--- config.mk ---
export PLATFORM = sky130hd
export DESIGN_NAME = twin_counter_capture
export DESIGN_NICKNAME = d
export VERILOG_FILES = /design/src/rtl/tcc_pkg.sv /design/src/rtl/tcc_edge_detect.sv /design/src/rtl/tcc_counter_pair.sv /design/src/rtl/tcc_shadow_irq.sv /design/src/rtl/twin_counter_capture.sv
export SDC_FILE = /design/constraint.sdc
export NUM_CORES = 1
export LEC_CHECK = 0
export ABC_AREA = 1
export BUFFER_PORTS_ARGS = -buffer_cell sky130_fd_sc_hd__buf_2
export CORE_MARGIN = 4
export CORE_UTILIZATION = 42
export CTS_CLUSTER_DIAMETER = 30
export CTS_CLUSTER_SIZE = 25
export DETAILED_ROUTE_END_ITERATION = 16
export SETUP_SLACK_MARGIN = 0.5
export SLEW_MARGIN = 20
export SYNTH_ARGS = -nofsm -noshare
export SYNTH_HDL_FRONTEND = slang
export SYNTH_SLANG_ARGS = --single-unit
--- constraint.sdc ---
create_clock -name clk -period 3.8 [get_ports clk]
set_clock_uncertainty 0.15 [all_clocks]
set_input_delay 0.38 -clock clk [delete_from_list [all_inputs] [get_ports clk]]
set_output_delay 0.38 -clock clk [all_outputs]
set_load 0.01 [all_outputs]
--- src/rtl/tcc_pkg.sv ---
package tcc_pkg;
   typedef enum logic [1:0] {
      SRC_TICK_SLOW = 2'b00,
      SRC_PIN_2     = 2'b01,
      SRC_PIN_3     = 2'b10,
      SRC_TICK_FAST = 2'b11
   } cap_src_e;

   typedef enum logic [1:0] {
      CAPM_OFF  = 2'b00,
      CAPM_RISE = 2'b01,
      CAPM_FALL = 2'b10,
      CAPM_BOTH = 2'b11
   } cap_mode_e;
endpackage

--- src/rtl/tcc_edge_detect.sv ---
module tcc_edge_detect
   import tcc_pkg::*;
#(
   parameter int SYNC_STAGES = 2
) (
   input  logic       clk,
   input  logic       rst_n,
   input  logic [1:0] src_sel,
   input  logic [1:0] mode,
   input  logic       tick_1k,
   input  logic       tick_32k,
   input  logic       ext_pin2,
   input  logic       ext_pin3,
   output logic       cap_evt
);
   localparam int LAST = SYNC_STAGES - 1;

   logic                   raw_sel;
   logic [SYNC_STAGES-1:0] sync_q;
   logic                   prev_q;
   logic                   lvl;

   always_comb begin
      unique case (cap_src_e'(src_sel))
         SRC_TICK_SLOW: raw_sel = tick_1k;
         SRC_PIN_2:     raw_sel = ext_pin2;
         SRC_PIN_3:     raw_sel = ext_pin3;
         default:       raw_sel = tick_32k;
      endcase
   end

   // synchronizer chain, one flop per stage
   genvar gi;
   generate
      for (gi = 0; gi < SYNC_STAGES; gi++) begin : g_sync
         if (gi == 0) begin : g_first
            always_ff @(posedge clk or negedge rst_n)
               if (!rst_n) sync_q[gi] <= 1'b0;
               else        sync_q[gi] <= raw_sel;
         end else begin : g_next
            always_ff @(posedge clk or negedge rst_n)
               if (!rst_n) sync_q[gi] <= 1'b0;
               else        sync_q[gi] <= sync_q[gi-1];
         end
      end
   endgenerate

   assign lvl = sync_q[LAST];

   always_ff @(posedge clk or negedge rst_n)
      if (!rst_n) prev_q <= 1'b0;
      else        prev_q <= lvl;

   always_comb begin
      unique case (cap_mode_e'(mode))
         CAPM_RISE: cap_evt = lvl & ~prev_q;
         CAPM_FALL: cap_evt = ~lvl & prev_q;
         CAPM_BOTH: cap_evt = lvl ^ prev_q;
         default:   cap_evt = 1'b0;
      endcase
   end
endmodule

--- src/rtl/tcc_counter_pair.sv ---
module tcc_counter_pair #(
   parameter int CNT_W = 8
) (
   input  logic             clk,
   input  logic             rst_n,
   input  logic             run,
   input  logic             cascade,
   input  logic             down_a,
   input  logic             down_b,
   input  logic             wr_a,
   input  logic             wr_b,
   input  logic [CNT_W-1:0] wr_data_a,
   input  logic [CNT_W-1:0] wr_data_b,
   output logic [CNT_W-1:0] cnt_a,
   output logic [CNT_W-1:0] cnt_b
);
   localparam logic [CNT_W-1:0] CMAX = '1;
   localparam logic [CNT_W-1:0] CONE = CNT_W'(1);

   logic a_wrap, step_b, dir_b;

   assign a_wrap = down_a ? (cnt_a == '0) : (cnt_a == CMAX);
   assign dir_b  = cascade ? down_a : down_b;
   assign step_b = run & (~cascade | a_wrap);

   always_ff @(posedge clk or negedge rst_n)
      if (!rst_n)     cnt_a <= '0;
      else if (wr_a)  cnt_a <= wr_data_a;
      else if (run)   cnt_a <= down_a ? cnt_a - CONE : cnt_a + CONE;

   always_ff @(posedge clk or negedge rst_n)
      if (!rst_n)      cnt_b <= '0;
      else if (wr_b)   cnt_b <= wr_data_b;
      else if (step_b) cnt_b <= dir_b ? cnt_b - CONE : cnt_b + CONE;
endmodule

--- src/rtl/tcc_shadow_irq.sv ---
module tcc_shadow_irq #(
   parameter int CNT_W = 8
) (
   input  logic             clk,
   input  logic             rst_n,
   input  logic             cap_evt,
   input  logic             irq_clr,
   input  logic [CNT_W-1:0] cnt_a,
   input  logic [CNT_W-1:0] cnt_b,
   output logic [CNT_W-1:0] shad_a,
   output logic [CNT_W-1:0] shad_b,
   output logic             irq
);
   always_ff @(posedge clk or negedge rst_n)
      if (!rst_n) begin
         shad_a <= '0;
         shad_b <= '0;
      end else if (cap_evt) begin
         shad_a <= cnt_a;
         shad_b <= cnt_b;
      end

   // set wins over clear
   always_ff @(posedge clk or negedge rst_n)
      if (!rst_n)       irq <= 1'b0;
      else if (cap_evt) irq <= 1'b1;
      else if (irq_clr) irq <= 1'b0;
endmodule

--- src/rtl/twin_counter_capture.sv ---
module twin_counter_capture #(
   parameter int CNT_W       = 8,
   parameter int SYNC_STAGES = 2
) (
   input  logic             clk,
   input  logic             rst_n,
   input  logic             run,
   input  logic             cascade,
   input  logic             down_a,
   input  logic             down_b,
   input  logic             wr_a,
   input  logic             wr_b,
   input  logic [CNT_W-1:0] wr_data_a,
   input  logic [CNT_W-1:0] wr_data_b,
   input  logic             tick_1k,
   input  logic             tick_32k,
   input  logic             ext_pin2,
   input  logic             ext_pin3,
   input  logic [1:0]       cap_src,
   input  logic [1:0]       cap_mode,
   input  logic             irq_clr,
   output logic [CNT_W-1:0] rd_a,
   output logic [CNT_W-1:0] rd_b,
   output logic             irq
);
   generate
      if (CNT_W < 2) begin : g_bad_width
         $error("twin_counter_capture: CNT_W must be at least 2");
      end
      if (SYNC_STAGES < 2) begin : g_bad_sync
         $error("twin_counter_capture: SYNC_STAGES must be at least 2");
      end
   endgenerate

   logic             cap_evt;
   logic             cap_on;
   logic [CNT_W-1:0] cnt_a, cnt_b, shad_a, shad_b;

   tcc_edge_detect #(.SYNC_STAGES(SYNC_STAGES)) u_edge (
      .clk(clk), .rst_n(rst_n), .src_sel(cap_src), .mode(cap_mode),
      .tick_1k(tick_1k), .tick_32k(tick_32k),
      .ext_pin2(ext_pin2), .ext_pin3(ext_pin3), .cap_evt(cap_evt)
   );

   tcc_counter_pair #(.CNT_W(CNT_W)) u_cnt (
      .clk(clk), .rst_n(rst_n), .run(run), .cascade(cascade),
      .down_a(down_a), .down_b(down_b), .wr_a(wr_a), .wr_b(wr_b),
      .wr_data_a(wr_data_a), .wr_data_b(wr_data_b),
      .cnt_a(cnt_a), .cnt_b(cnt_b)
   );

   tcc_shadow_irq #(.CNT_W(CNT_W)) u_shadow (
      .clk(clk), .rst_n(rst_n), .cap_evt(cap_evt), .irq_clr(irq_clr),
      .cnt_a(cnt_a), .cnt_b(cnt_b), .shad_a(shad_a), .shad_b(shad_b),
      .irq(irq)
   );

   assign cap_on = |cap_mode;
   assign rd_a   = cap_on ? shad_a : cnt_a;
   assign rd_b   = cap_on ? shad_b : cnt_b;
endmodule

==> results.cfg, run 1 <==
[final_layout]
final_cells = 459
layout-drive-gt1-share = 0.1835
final_area_sq_um = 2845
nets = 435
antenna_cells = 0
areaGrowthSynthToFinish_pct = 15.84

[sta]
min_period_ps = 2035
finalSetupViolations = 0
final_max_slew_viol_count = 0
slew_headroom = 0.4679
tightest_slew_ps = 798.1
hold_viol_final = 0
fin_setup_tns_ps = 0
layout_worst_path_cycle_share = 0.5355
fmax_ghz = 0.4914
rsz0062_at_grt = false

[die]
die_area_sq_um = 7135
die_w_um = 84.47
core_area_sq_um = 5574
io_pins = 50
start_util = 0.4406
die_h_um = 84.47
rows = 27

[yosys]
synth_ff_type = dfrtp_1
synth-seq-cells = 36
avgSynthCellArea_sq_um = 7.245
synth_edf_count = 0
ys_top_cells_by_area = dfrtp_1 37%, nand2_1 15%, inv_1 7.5%, o21ai_0 7.3%, ha_1 7.1%
synthArstFlopShare = 1.000
synth_top_area_frac = 0.3668
synth_top_area_cell = dfrtp_1
syn_area_sq_um = 2456
syn_inst = 339
yosysSeqAreaShare = 0.3668
synth.net_count = 388
ys_warn_count = 0
synth.distinct_cells = 30

[pwr]
p_sw_frac = 0.3722
p_leak_uw = 0.001550
power_frac_clock = 0.239
p_int_uw = 872.8
p_per_area_nw_per_um2 = 488.6
p_switching_uw = 517.5
p_seq_frac = 0.383
combPwrFrac = 0.378
power_uw = 1390
ir_drop_v = 0.0003260

[setup_path]
required_ps = 3880
path_class = reg2reg
crit_fanout = 6
cp_slowest_cell = dfrtp_1
worst_setup_path_start_kind = flop
cpPeakStageDelay_ps = 430
cp_cell_sequence = inv_1 -> fa_1 -> inv_1 -> nand2_1 -> o21ai_0 -> nand2_1 -> nand2_1 -> xor2_1 -> nand2_1 -> nand2_1
cp.arrival_ps = 2110
cp-end-kind = flop
rr_worst_depth = 10
cpMostUsedCell = nand2_1

[global_route]
track_usage = 0.1691
grt_max_degree = 37
grt_pass1_vias = 2172
grt_pass1_wl_um = 9915
antenna_found_initial = 0
grt_overflow_total = 0

[routing]
drtIter0Drc = 103
via_per_inst = 4.913
route.detailed.drc = 0
dr_total_vias = 2255
wire_per_inst_um = 12.28
drt_first_pass_iters = 4
ant_nets = 0
wl_um = 5636

[place]
hpwl_um = 4294
postPlaceCellArea_sq_um = 2733
dpl.cell_count = 451
io_buffers = 49
place.gp.congestion = 0.8751

[clock_tree]
cts-root-buf = clkbuf_8
hold_buffers = 0
cts_tree = built
cts_buffer_depth = 2
clock_latency_ps = 290
cts_sinks = 36
cts_resized = 0
clk_pin_slew_ps = 70
cts_made_buffers = 5
cts-htree-levels = 2
postCtsSetupBuffers = 0

[min_path]
hold_class = in2async

[run]
max-cap-violations = 0

[run_status]
outcome = finished clean
## through the flow
stage / utilization / setup slack (ps) / hold WS [ps]
floorplan: - / 1840 / -65.59
global placement: 0.4902 / 1527 / 186.5
detailed placement: 0.4902 / 1494 / 194.4
CTS: 0.5095 / 1545 / 68.10
global route: 0.5104 / 1534 / 95.00
finish: 0.5104 / 1765 / 20.39
## power by group through the flow
| stage | clock network, uW | logic, uW | registers [uW] |
|---|---|---|---|
| finish | 333 | 525 | 532 |
| global route | 358 | 617 | 543 |
| CTS | 340 | 531 | 532 |
| detailed placement | 0 | 526 | 540 |
| global placement | 0 | 519 | 537 |
| floorplan | 0 | 393 | 516 |
## worst max-delay path: cells and delay by family (launching register included)
family                   cells  cell delay (ps)
AO/OA/AOI/OAI                1              260
XOR/XNOR                     1              140
adder cells (fa/ha/maj)      1              410
buffers and inverters        2              200
flip-flops                   1              430
AND/OR/NAND/NOR              5              380
## area by class of cell
class,instances,area [sq um]
clock buffer,6,72.57
clock inverter,2,35.03
fill,573,2729
inverter,50,187.7
multi-input combinational,244,1314
sequential,36,900.9
tap,72,90.09
timing repair buffer,49,245.2
## path summary, 6_finish.rpt
check,slack (ps),startpoint,end
min in group clk,130,irq_clr,u_shadow.irq$_DFFE_PN0P_
worst max-delay path,1760,u_cnt.cnt_a[0]$_DFFE_PN0P_,u_cnt.cnt_a[6]$_DFFE_PN0P_
worst max register to register,1760,u_cnt.cnt_a[0]$_DFFE_PN0P_,u_cnt.cnt_a[6]$_DFFE_PN0P_
worst min-delay path,20,rst_n,u_edge.prev_q$_DFF_PN0_
max in group asynchronous,2970,rst_n,u_cnt.cnt_a[7]$_DFFE_PN0P_
worst min register to register,210,u_edge.sync_q[0]$_DFF_PN0_,u_edge.lvl$_DFF_PN0_
## layer usage
metal | part of all wire | GRT usage | vias up
met5 | 0 | 0 | -
met4 | 0.0094 | 0.03885 | 0
met3 | 0.054 | 0.04024 | 10
met2 | 0.45 | 0.2697 | 52
met1 | 0.49 | 0.2339 | 1008
li1 | - | - | 1185
## registers in the layout, summed over array words and instances (netlist names)
register	flops
u_cnt.cnt_a	8
u_edge.sync_q	1
u_edge.lvl	1
u_shadow.shad_b	8
u_shadow.shad_a	8
u_edge.prev_q	1
u_shadow.irq	1
u_cnt.cnt_b	8
## Yosys cell counts (2+ instances only)
master     n
buf_2      2
nand4_1    3
or2_2      2
nand2_4    2
clkbuf_1   4
nand2_2    3
fa_1       2
nand3_1   20
o211ai_1   2
a22oi_1    6
nor2_1    24
dfrtp_1   36
inv_1     49
o21ai_2    3
xnor2_1    3
nand2_1   98
nand3_2    2
a21oi_1   16
ha_1      14
o21ai_0   36
xor2_1     3
## cells by family after synthesis
family          after synthesis  share of synthesized area
simple gates                155                     0.2669
compound gates               67                     0.1559
buf+inv                      59                     0.1014
flops                        36                     0.3668
fa+ha+maj                    16                    0.08762
xor+xnor                      6                    0.02140
## cell usage in the layout (no fill, tap or decap), types with 3 or more instances in the layout
master / netlist / layout
nand3_1: 20 / 20
buf_2: 2 / 49
xnor2_1: 3 / 3
clkbuf_8: 0 / 5
a21oi_1: 16 / 16
xor2_1: 3 / 3
dfrtp_1: 36 / 36
inv_1: 49 / 49
o21ai_0: 36 / 36
a22oi_1: 6 / 6
nand4_1: 3 / 3
nand2_1: 98 / 98
nand2_2: 3 / 3
o21ai_2: 3 / 3
nor2_1: 24 / 23
ha_1: 14 / 14
(Power assumes the default switching activity.)
==> inputs of run 2 (changes only) <==
Settings changed: ABC_AREA 1 to 0, PLACE_DENSITY set to 0.67.
Clock period 3.8 ns to 1.77 ns, I/O delays scaled along.
==> run 2 against run 1 <==
The run now ends with setup timing left. Sequential power grew 130%. Synthesized cell count shrank 35%. Wire length is 29% higher. Global-route usage increased by 3.3 points. Sequential cell count unchanged. Register-to-register slack worse by 2200 ps. Critical endpoint is now u_cnt.cnt_b[4]$_DFFE_PN0P_.
==> results.cfg, run 2 <==
[global_route]
grt_pass1_vias = 2122
antenna_found_initial = 0
grt_max_degree = 22
track_usage = 0.2017
grt_pass1_wl_um = 10400
grt_overflow_total = 0

[setup_path]
timing.rr.start = u_cnt.cnt_a[5]$_DFFE_PN0P_
cp-end-kind = flop
cp_slowest_cell = or4_4
timing.rr.end = u_cnt.cnt_b[4]$_DFFE_PN0P_
cp_cell_sequence = or4_4 -> o31ai_4 -> a21oi_4 -> mux2_4 -> mux2_4
rr_worst_depth = 5
crit_start = u_cnt.cnt_a[5]$_DFFE_PN0P_
cpPeakStageDelay_ps = 550
crit_path_end = u_cnt.cnt_b[4]$_DFFE_PN0P_
cp.arrival_ps = 2270
path_class = reg2reg
cpMostUsedCell = mux2_4
reg2reg_slack_ps = -470
required_ps = 1800
crit_fanout = 6
worst_setup_path_start_kind = flop

[final_layout]
final_cell_mix = 38 x buf_6, 35 x mux2_4, 35 x dfrtp_1, 33 x buf_2, 33 x buf_4
layout-drive-gt1-share = 0.5470
nets = 399
antenna_cells = 0
final_common_cell = buf_6
areaGrowthSynthToFinish_pct = 72.45

[yosys]
synth-seq-cells = 36
synth.net_count = 269
synth_ff_type = dfrtp_1
avgSynthCellArea_sq_um = 10.63
ys_top_cells_by_area = dfrtp_1 39%, mux2_2 18%, ha_1 7.5%, o21ai_0 3.4%, nand2_1 2.9%
yosysSeqAreaShare = 0.3852
syn_area_sq_um = 2338
synth.distinct_cells = 40
ys_warn_count = 0
syn_inst = 220
synth_edf_count = 0
synthArstFlopShare = 1.000
synthTopCellsByCount = 38 x mux2_2, 36 x dfrtp_1, 18 x nand2_1
synth_top_area_frac = 0.3852
synth_most_common_cell = mux2_2
synth_top_area_cell = dfrtp_1

[die]
rows = 26
core_area_sq_um = 5238
io_pins = 50
die_w_um = 82.62
die_h_um = 82.62
die_area_sq_um = 6825
start_util = 0.4465

[clock_tree]
cts_tree = built
clock_latency_ps = 290
cts_buffer_depth = 2
clk_pin_slew_ps = 80
cts-root-buf = clkbuf_8
cts_made_buffers = 5
cts_sinks = 36
cts-htree-levels = 2

[sta]
fmax_ghz = 0.4458
tightest_slew_ps = 428.6
rsz0062_at_grt = true
min_period_ps = 2243
hold_slack_ps = 20.35
slew_headroom = 0.7127
final_max_slew_viol_count = 0
finalSetupViolations = 29
fin_ws_ps = -473.0
layout_worst_path_cycle_share = 1.267
hold_viol_final = 0

[pwr]
power_uw = 4466
p_per_area_nw_per_um2 = 1107
p_leak_uw = 0.001910
ir_drop_v = 0.0005758

[routing]
ant_nets = 0
route.detailed.drc = 0
dr_total_vias = 2235
via_per_inst = 5.309
wire_per_inst_um = 17.31
drt_first_pass_iters = 4
drtIter0Drc = 124
wl_um = 7288

[run_status]
outcome = finished with violations
violations = setup timing

[run]
max-cap-violations = 0

[min_path]
hold_class = in2reg
holdCritStartpoint = cap_src[1]

[place]
io_buffers = 49
place.gp.congestion = 0.8921
hpwl_um = 4243
[run 2: cell types whose count changed after synthesis, sizes merged, moves of 6 or more]
cell and change:
a22oi -6, inv -40, mux2 +39, nand2 -85
nand3 -19, nor2 -18, o21ai -22
[run 2: timing repair]
action,CTS,global route
hold buffers,17,0
gates resized for setup,52,35
buffers inserted,8,8
pin swaps,8,20
endpoints found under the hold margin,52,0
endpoints found under the setup margin,48,48
cloned,2,0
[run 2: cells by family after synthesis]
family                   share of synthesized area
AND/OR/NAND/NOR                             0.1182
multiplexers                                0.2204
AO/OA/AOI/OAI                               0.1140
flip-flops                                  0.3852
buffers and inverters                      0.02889
adder cells (fa/ha/maj)                    0.09203
XOR/XNOR                                   0.04120
[run 2: worst max-delay path, delay by kind of cell, from the launching register on]
kind / cells / cell delay (ps)
DFF: 1 / 400
AOI/OAI and AO/OA: 2 / 420
muxes: 2 / 620
and+or+nand+nor: 1 / 550
[run 2: where the power goes]
part	switching, uW	leakage [uW]	internal, uW
clock network	311	0.0000784	705
registers	173	0.000430	1050
logic	852	0.00140	1370
[run 2: worst min-delay path by stage]
| stage | slack, ps | cells past startpoint | to |
|---|---|---|---|
| 2_1_floorplan | -270 | 0 | u_cnt.cnt_a[0]$_DFFE_PN0P_ |
| 6_report | 20 | 2 | u_edge.sync_q[0]$_DFF_PN0_ |
| 3_5_place_dp | -20 | 1 | u_cnt.cnt_a[2]$_DFFE_PN0P_ |
| 4_1_cts | 20 | 2 | u_edge.sync_q[0]$_DFF_PN0_ |
| 3_3_place_gp | -30 | 1 | u_cnt.cnt_a[2]$_DFFE_PN0P_ |
| 5_1_grt | 20 | 2 | u_edge.sync_q[0]$_DFF_PN0_ |
[run 2: per-layer routing]
metal	vias up	global-route usage	share of wire	wire, um
met3	16	0.03145	0.052	382
met4	0	0.05229	0.021	150
met5	-	0	0	0
met2	78	0.3518	0.52	3817
li1	1062	-	-	-
met1	1079	0.2595	0.40	2937
[run 2: metrics by stage]
stage	TNS (ps)	utilization	cells	area, sq um	worst slack (ps)
after floorplan	-2227	-	220	2465	-329.2
after global placement	-2631	0.6001	378	3143	-402.8
after detailed placement	-2900	0.6001	378	3143	-447.2
after CTS	-3834	0.7301	413	3824	-401.0
after global routing	-6644	0.7699	421	4033	-526.1
final	-4379	0.7699	421	4033	-473.0
[run 2: cell type report]
| cell class | count | area [sq um] |
|---|---|---|
| fill | 324 | 1205 |
| sequential | 36 | 902.1 |
| multi-input combinational | 168 | 1670 |
| timing repair buffer | 129 | 1174 |
| inverter | 10 | 40.04 |
| tap | 70 | 87.58 |
| clock buffer | 5 | 68.82 |
| clock inverter | 3 | 90.09 |
